## src/rtl/flash_cmd_front.sv

```systemverilog
module flash_cmd_front #(
  parameter int ADDR_W = 11,
  parameter int DATA_W = 8,
  parameter logic [7:0] MFR_ID = 8'h20,
  parameter logic [7:0] DEV_ID = 8'hD7
) (
  input  logic              clk,
  input  logic              rst_n,
  input  logic              wr_en,
  input  logic [ADDR_W-1:0] addr,
  input  logic [DATA_W-1:0] wdata,
  input  logic              rd_en,
  input  logic              erase_done,
  output logic [DATA_W-1:0] rd_data,
  output logic [1:0]        mode,
  output logic              erase_start
);

  localparam logic [1:0] M_ARR  = 2'd0;
  localparam logic [1:0] M_AUTO = 2'd1;
  localparam logic [1:0] M_CFI  = 2'd2;
  localparam logic [1:0] M_BUSY = 2'd3;

  localparam logic [ADDR_W-1:0] A_555 = ADDR_W'(11'h555);
  localparam logic [ADDR_W-1:0] A_2AA = ADDR_W'(11'h2AA);
  localparam logic [ADDR_W-1:0] A_55  = ADDR_W'(11'h055);

  typedef enum logic [2:0] {S_IDLE, S_U1, S_U2, S_E3, S_E4, S_E5} seq_t;

  seq_t       seq, seq_nx;
  logic       from_auto, erased, tgl;
  logic       go_auto, go_erase;
  logic [7:0] cmd;

  assign cmd = wdata[7:0];

  always_comb begin
    seq_nx   = S_IDLE;
    go_auto  = 1'b0;
    go_erase = 1'b0;
    unique case (seq)
      S_IDLE: if (cmd == 8'hAA && addr == A_555) seq_nx = S_U1;
      S_U1:   if (cmd == 8'h55 && addr == A_2AA) seq_nx = S_U2;
      S_U2: begin
        if (cmd == 8'h90 && addr == A_555) go_auto = 1'b1;
        else if (cmd == 8'h80 && addr == A_555) seq_nx = S_E3;
      end
      S_E3:   if (cmd == 8'hAA && addr == A_555) seq_nx = S_E4;
      S_E4:   if (cmd == 8'h55 && addr == A_2AA) seq_nx = S_E5;
      S_E5:   if (cmd == 8'h10 && addr == A_555) go_erase = 1'b1;
      default: seq_nx = S_IDLE;
    endcase
  end

  always_ff @(posedge clk) begin
    if (!rst_n) begin
      mode        <= M_ARR;
      from_auto   <= 1'b0;
      seq         <= S_IDLE;
      erase_start <= 1'b0;
      erased      <= 1'b0;
      tgl         <= 1'b0;
    end else begin
      erase_start <= 1'b0;
      if (mode == M_BUSY) begin
        if (rd_en) tgl <= ~tgl;
        if (erase_done) begin
          mode   <= M_ARR;
          erased <= 1'b1;
        end
      end else if (wr_en) begin
        if (cmd == 8'hF0) begin
          seq <= S_IDLE;
          if (mode == M_CFI) mode <= from_auto ? M_AUTO : M_ARR;
          else mode <= M_ARR;
        end else if (mode == M_CFI) begin
          seq <= S_IDLE;
        end else if (cmd == 8'h98 && addr == A_55) begin
          from_auto <= (mode == M_AUTO);
          mode      <= M_CFI;
          seq       <= S_IDLE;
        end else begin
          seq <= seq_nx;
          if (go_auto) mode <= M_AUTO;
          if (go_erase) begin
            mode        <= M_BUSY;
            erase_start <= 1'b1;
            tgl         <= 1'b0;
          end
        end
      end
    end
  end

  logic [7:0] arr_b, id_b, cfi_b, st_b, out_b;

  assign arr_b = erased ? 8'hFF : (addr[7:0] ^ 8'h5A);
  assign id_b  = (addr[1:0] == 2'd0) ? MFR_ID :
                 (addr[1:0] == 2'd1) ? DEV_ID : 8'h00;
  assign cfi_b = (addr == ADDR_W'(8'h10)) ? 8'h51 :
                 (addr == ADDR_W'(8'h11)) ? 8'h52 :
                 (addr == ADDR_W'(8'h12)) ? 8'h59 : 8'h00;
  assign st_b  = {1'b0, tgl, 2'b00, 1'b1, 3'b000};

  always_comb begin
    unique case (mode)
      M_ARR:   out_b = arr_b;
      M_AUTO:  out_b = id_b;
      M_CFI:   out_b = cfi_b;
      default: out_b = st_b;
    endcase
  end

  assign rd_data = DATA_W'(out_b);

endmodule

```

## config.mk

```make
export PLATFORM = sky130hd
export DESIGN_NAME = flash_cmd_front
export DESIGN_NICKNAME = d
export VERILOG_FILES = /design/src/rtl/flash_cmd_front.sv
export SDC_FILE = /design/constraint.sdc
export NUM_CORES = 1
export LEC_CHECK = 0
export BUFFER_PORTS_ARGS = -buffer_cell sky130_fd_sc_hd__buf_2
export CORE_UTILIZATION = 45
export DETAILED_ROUTE_END_ITERATION = 7
export PLACE_DENSITY_LB_ADDON = 0.08
export SKIP_LAST_GASP = 1
export SYNTH_ARGS = -nofsm -noshare
export SYNTH_HDL_FRONTEND = slang
export SYNTH_SLANG_ARGS = --single-unit
```

## constraint.sdc

```tcl
create_clock -name clk -period 2.1 [get_ports clk]
set_input_delay 0.315 -clock clk [delete_from_list [all_inputs] [get_ports clk]]
set_output_delay 0.315 -clock clk [all_outputs]
set_load 0.01 [all_outputs]
```

-- Yosys cells after proc, flatten, opt, wreduce, memory -nomap -nowiden
Index checks and enable logic that the tools add are counted.
- bits in writable memories: 0
- ROM bits: 0
- bits of input ports: 24
- register bits: 9
- output and inout port bits: 11
- latch bits: 0
- memories kept: 0
- word-level logic and storage cells: 98
- add/subtract/negate cells: 0
- bitwise logic cells: 7
- reductions and logical operators: 18
- divide/modulo/power cells: 0
- multiplexer cells: 39
- magnitude comparators: 0
- shifts and indexed selects: 0
- eq/ne operators: 28
- multiply operators: 0
- operator list (cell ; number):
    8-bit == test (second input constant) ; 5
    11-bit by 5-bit == test with 1-bit output (second input constant) ; 3
    8-bit two-way mux ; 3
    8-bit one-hot mux with 3 select lines ; 1
    2-bit two-way mux ; 11
    7-bit two-way mux ; 3
    1-bit two-way mux ; 15
    3-bit two-way mux ; 5
    3-bit one-hot mux with 5 select lines ; 1
    11-bit by 10-bit == test with 1-bit output (second input constant) ; 1
    11-bit == test (second input constant) ; 1
    11-bit by 7-bit == test with 1-bit output (second input constant) ; 1
    2-bit != test (second input constant) ; 5
    8-bit by 5-bit == test with 1-bit output (second input constant) ; 1
    8-bit by 7-bit == test with 1-bit output (second input constant) ; 1
    3-bit by 2-bit == test with 1-bit output (second input constant) ; 2
    3-bit == test (second input constant) ; 2
    1-bit logical AND ; 6
    1-bit inverter ; 6
    6-bit AND reduction ; 1
    6-bit OR reduction ; 1
    5-bit AND reduction ; 1
    5-bit nonzero test ; 1
    2-bit by 1-bit == test with 1-bit output (second input constant) ; 2
    9 further kinds ; 13

-- Logic depth before layout (Yosys ltp)
Gate-level depths: netlist of the first run.
- depth in word-level cells: 11
- mapped depth: 6
- mapped depth without buffers: 5

-- Worst setup path after synthesis of the first run
No wires, ideal clock.
- kind: input to output
- start point: input addr[2]
- end point: output rd_data[6]
- buffers on the path: 0
- stages on the path: 5
- arrival time: 1.712 ns
- path slack: 0.073 ns
- required time: 1.785 ns
- cell sequence: or4_1 -> nand4b_1 -> a22o_1 -> and2_1 -> o221ai_1
- cells in the longest elaborated chain, start to end: 5
- elaborated cells between the ends (all ways): 7
- classes of those cells: eq/ne: 3; mux: 4
- RTL lines (item ; RTL line ; text):
    start, declared ; 10 ; input logic [ADDR_W-1:0] addr,
    11-bit by 5-bit == test with 1-bit output ; 102 ; (addr == ADDR_W'(8'h12)) ? 8'h59 : 8'h00;
    7-bit two-way mux ; 102 ;
    7-bit two-way mux ; 101 ; (addr == ADDR_W'(8'h11)) ? 8'h52 :
    7-bit two-way mux (*) ; 100 ; assign cfi_b = (addr == ADDR_W'(8'h10)) ? 8'h51 :
    8-bit one-hot mux with 3 select lines (*) ; 106 ; unique case (mode)
    end, declared ; 14 ; output logic [DATA_W-1:0] rd_data,
Every way passes the cells marked *; elsewhere a longest branch is shown, timed or not.

-- Final worst setup path of the first run
- start point: input addr[6]
- end point: output rd_data[6]
- cells in the longest elaborated chain, start to end: 5
- elaborated cells between the ends (all ways): 9
- classes of those cells: eq/ne: 3; mux: 5; bitwise: 1
- RTL lines (item ; RTL line):
    11-bit by 5-bit == test with 1-bit output ; 102
    7-bit two-way mux ; 102
    7-bit two-way mux ; 101
    7-bit two-way mux ; 100
    8-bit one-hot mux with 3 select lines (*) ; 106
Marked as above.

==> impl_results.md, run 1 <==
* Outcome: finished, violations left
* Failing checks: negative setup slack
* Final Non-Filler Cells at 205
* Minimum clock period at 2.14 ns
* CTS tree: yes
* Syn Nets at 162
* Antenna-violating nets left at 0
* Register clock-pin slew on the reported worst setup and hold paths at 0.06 ns
* Largest net degree at the start of global routing at 23
* Worst relative slew slack at 0.683
* Final nets at 203
* Setup Skew at 0.00499 ns
* TritonRoute pass-1 iters at 5
* Peak supply drop at 320 uV
* DR vias at 1226
* Area of the multi-input gates at 802 sq um
* CP Max Fanout at 3
* Die W at 49.0 um
* Vias per std cell at 5.98
* GRT Util Overall at 0.250
* Initial antenna violation count at 0
* Global route overflow at 0
* Part of the Yosys area used for sequential elements at 0.181
* Hold violation count in the final report at 0
* Area grow syn2layout at 31.1%
* Slew Viols, Final at 0
* Total of max-cap violations at 0
* Htree depth at 1
* Final setup vio count at 1
* Detailed placement HPWL at 2.23 mm
* Io pins at 35
* Hold Worst Slack at 0.349 ns
* Core footprint at 2020 sq um
* CP startpoint kind: input port
* Cell Pwr Density at 321 nW/um^2
* Final WS setup at -0.0375 ns
* Filler instances at 186
* Crit path DAT at 1.82 ns
* Area contributors post-synth: dfxtp_1 (18%), nand2_1 (4.5%), nor2b_1 (4.4%)
* # diodes at 0
* Root buffer cell: clkbuf_4
* Final RePlAce weighted congestion at 0.873
* Routed length per instance at 14.0 um
* Top-area cell type share of the netlist area at 0.181
* Post-route design area at 1300 sq um
* CP Capture Type: primary output
* Worst-case clock buffer depth at 2
* Layout cells sized above 1 at 0.320
* Synthesized area at 995 sq um
* Yosys warns at 0
* EDFF count, synth at 0
* Initial Utilization at 0.492
* Global-route wire length before repair at 4.73 mm
* Die height at 49.0 um
* Detailed-route DRC error count at 0
* Commonest cells after routing, fill and taps aside: buf_2 (32), nand2_1 (12), nor2_1 (9), dfxtp_1 (9)
* Total wire length at 2.88 mm
* Critical Path RT at 1.78 ns
* Worst Tran Pin Value at 0.470 ns
* CTS Buf Count at 3
* # clock sinks at 9
* Syn avg cell area at 7.21 sq um
* # port buffers at 34
* Placed Cells at 199
* Die ar. at 2400 sq um
* LEAKAGE at 0.548 nW
* Area of placed instances at 1220 sq um
* Clock Latency Late Sink at 0.26 ns
* Tightest Hold Check Type: in2reg
* Setup TNS at -0.0375 ns
* Post-synth ARST share at 0
* RSZ-0062 raised after global routing: true
* Commonest non-fill, non-tap cell in the layout: buf_2
* Top_reg_cell synth: dfxtp_1
* Rows at 16
* Vias in the first global route at 1107
* Setup CP Type: in2out
* Synth cell types at 47
* Seq cells post-synth at 9
* Hold buffers post-CTS at 0
* Reg area at 180 sq um
* Syn Inst Count at 138
* Final worst-path cycle share at 1.02
* F_max at 468 MHz
* Starting DRT DRC Count at 42
* Top cell type by total area after synthesis: dfxtp_1
==> state kept, by name (all words and copies together), names as in the netlist <==
name,cells
mode,2
from_auto,1
tgl,1
erased,1
erase_start,1
seq,3
==> synth_stat cells (4+ instances only) <==
| library cell | count |
|---|---|
| dfxtp_1 | 9 |
| nand4_1 | 5 |
| nand3b_1 | 4 |
| nor2_1 | 9 |
| o21ai_0 | 5 |
| clkbuf_1 | 5 |
| nand3_1 | 8 |
| and2_1 | 4 |
| nor2b_1 | 7 |
| nand2_1 | 12 |
| nor4_1 | 5 |
| a21oi_1 | 8 |
| inv_1 | 4 |
| o21a_1 | 4 |
==> cell type report <==
type                    instances  share of cell area
well taps                      27              0.0259
repair buffers                 42               0.189
flip-flops and latches          9               0.138
clock buffers                   4              0.0202
inverters                       4              0.0115
multi-input cells             119               0.615
==> layer usage <==
metal	vias to the layer above	routed length [um]	global-route usage
li1	614	-	-
met1	556	1270	0.314
met2	52	1410	0.435
met3	4	159	0.0467
met4	0	42	0.0637
met5	-	0	0
==> report_power, final <==
group | internal (mW) | switching, mW
Sequential | 0.171 | 0.0000448
Combinational | 0.0524 | 0.0602
Clock | 0.0733 | 0.0622
Total | 0.296 | 0.122
==> path summary, 6_finish.rpt <==
kind,to,startpoint,slack (ns),cells past startpoint
max,rd_data[6],addr[6],-0.04,7
min,erased,erase_done,0.35,3
max reg2reg,seq[1],seq[2],0.39,5
min reg2reg,from_auto,from_auto,0.52,2
==> cells by family (layout without fill, tap and decap cells) <==
family / count (synthesis) / in the layout / share of synthesized area
buffers and inverters: 10 / 50 / 0.0390
DFF: 9 / 9 / 0.181
and+or+nand+nor: 82 / 82 / 0.520
muxes: 2 / 2 / 0.0214
AOI/OAI and AO/OA: 35 / 35 / 0.239
==> what timing repair did <==
item | CTS | global route
buffers inserted | 2 | 1
gates resized for setup | 1 | 7
pin swaps | 2 | 3
setup endpoints to repair | 1 | 5
==> metrics by stage <==
stage / setup WS (ns) / util / total power [mW]
detailed placement: -0.130 / 0.603 / 0.279
finish: -0.0375 / 0.645 / 0.419
global route: -0.109 / 0.645 / 0.449
global placement: -0.0869 / 0.603 / 0.276
CTS: -0.0812 / 0.626 / 0.417
floorplan: 0.0728 / - / 0.223
==> critical path: stages <==
cell and delay (ns):
buf_6 0.09, or4_4 0.54, nand4b_1 0.21, a22o_1 0.25
and2_4 0.15, o221ai_2 0.11, buf_2 0.15
(Power assumes the default switching activity.)
==> run 2: changes to the inputs <==
Settings changed: PLACE_DENSITY set to 0.72, PLACE_DENSITY_LB_ADDON 0.08 to not set.
==> impl_results.md, run 2 (synthesized netlist as in run 1, its figures left out) <==
* Worst relative slew slack at 0.643
* Setup Skew at 0.00497 ns
* Setup TNS at -0.0208 ns
* Filler instances at 199
* Vias in the first global route at 1162
* Worst Tran Pin Value at 0.528 ns
* F_max at 472 MHz
* RSZ-0062 raised after global routing: true
* Detailed placement HPWL at 2.35 mm
* Final WS setup at -0.0208 ns
* Clock network power share at 0.318
* Root buffer cell: clkbuf_4
* Most Used Layer, Global Route: met2
* Tightest Hold Check Type: in2reg
* Detailed-route DRC error count at 0
* Area of the multi-input gates at 793 sq um
* CP startpoint kind: input port
* GRT Util Overall at 0.257
* Crit path DAT at 1.81 ns
* Commonest cells after routing, fill and taps aside: buf_2 (34), nand2_1 (12), nor2_1 (9), dfxtp_1 (9)
* Htree depth at 1
* Overall power at 0.408 mW
* Post-route design area at 1270 sq um
* Reg area at 180 sq um
* Largest registers: seq (3), mode (2)
* Final RePlAce weighted congestion at 0.828
* Failing checks: negative setup slack
* Register clock-pin slew on the reported worst setup and hold paths at 0.06 ns
* Critical Path RT at 1.78 ns
* Starting DRT DRC Count at 31
* Final Non-Filler Cells at 204
* Initial Utilization at 0.492
* Area grow syn2layout at 27.8%
* Area of placed instances at 1230 sq um
* Int Pwr at 0.292 mW
* Setup CP Type: in2out
* Die height at 49.0 um
* Peak supply drop at 411 uV
* Minimum clock period at 2.12 ns
* CTS tree: yes
* Worst-path cell chain: buf_2 -> or4_4 -> nand4b_1 -> a22o_1 -> and2_4 -> o221ai_2 -> buf_2
* # diodes at 0
* # clock sinks at 9
* Largest Register: seq
* Cell Pwr Density at 321 nW/um^2
* Layout cells sized above 1 at 0.316
* Global route overflow at 0
* Antenna-violating nets left at 0
* Hold buffers post-CTS at 0
* Total of max-cap violations at 0
* Clock Latency Late Sink at 0.26 ns
* Vias per std cell at 6.08
* GR Util met2 at 0.484
* Largest stage delay on the critical path at 0.51 ns
* Met3 Resource Use GR at 0.0498
* TritonRoute pass-1 iters at 4
* Routed length per instance at 14.4 um
* Io pins at 35
* Hold violation count in the final report at 0
* # port buffers at 34
* CTS Buf Count at 3
* Switching share of power at 0.284
* Die W at 49.0 um
* Largest net degree at the start of global routing at 18
* Final worst-path cycle share at 1.01
* Slowest cell on crit path: or4_4
* Total wire length at 2.94 mm
* Largest register FFs at 3
* Die ar. at 2400 sq um
* Final nets at 202
* CP Max Fanout at 4
* Sequential Power Share at 0.419
* Slew Viols, Final at 0
* Core Util, Final at 0.629
* CP Capture Type: primary output
* Worst-case clock buffer depth at 2
* Outcome: finished, violations left
* Pre-CTS WS at -0.0814 ns
* Grt met1 use at 0.305
* Gate power share at 0.263
* Hold Worst Slack at 0.356 ns
* DR vias at 1241
* Final setup vio count at 1
* Most used cell along the critical path: buf_2
* Core footprint at 2020 sq um
* Commonest non-fill, non-tap cell in the layout: buf_2
* Sw Pwr at 0.116 mW
* Initial antenna violation count at 0
* Rows at 16
* Global-route wire length before repair at 4.91 mm
* LEAKAGE at 0.535 nW
* Placed Cells at 200
==> run 2: power by group through the flow <==
stage | sequential [mW] | clock [mW] | combinational, mW
after floorplan | 0.175 | 0 | 0.0485
final | 0.171 | 0.130 | 0.107
after global placement | 0.175 | 0 | 0.100
after global routing | 0.171 | 0.148 | 0.117
after CTS | 0.171 | 0.134 | 0.103
after detailed placement | 0.175 | 0 | 0.102
==> run 2: critical path: cells and delay by family <==
family / cells / cell delay [ns]
compound gates: 2 / 0.35
buf+inv: 2 / 0.28
simple gates: 3 / 0.87
==> run 2: path summary, 6_finish.rpt <==
| kind | from | end | slack [ns] | depth (start not counted) |
|---|---|---|---|---|
| hold / removal | erase_done | erased | 0.36 | 3 |
| setup reg to reg | mode[0] | mode[0] | 0.29 | 6 |
| setup / recovery | addr[6] | rd_data[6] | -0.02 | 7 |
| hold reg to reg | from_auto | from_auto | 0.49 | 2 |
==> run 2: layout make-up <==
type / instances / area share
multi-input cells: 119 / 0.624
repair buffers: 41 / 0.175
flip-flops and latches: 9 / 0.142
well taps: 27 / 0.0266
clock buffers: 4 / 0.0207
inverters: 4 / 0.0118
==> run 2: timing repair <==
| item | 4_1_cts | 5_1_grt |
|---|---|---|
| setup buffers | 1 | 0 |
| pin swaps | 2 | 2 |
| resized for setup | 1 | 3 |
| setup endpoints to repair | 1 | 4 |
==> run 2: per-layer routing <==
layer	up-vias	wire length, um	share of wire
met5	-	0	0
met1	582	1310	0.44
li1	614	-	-
met3	6	125	0.043
met2	39	1480	0.50
met4	0	23	0.0078
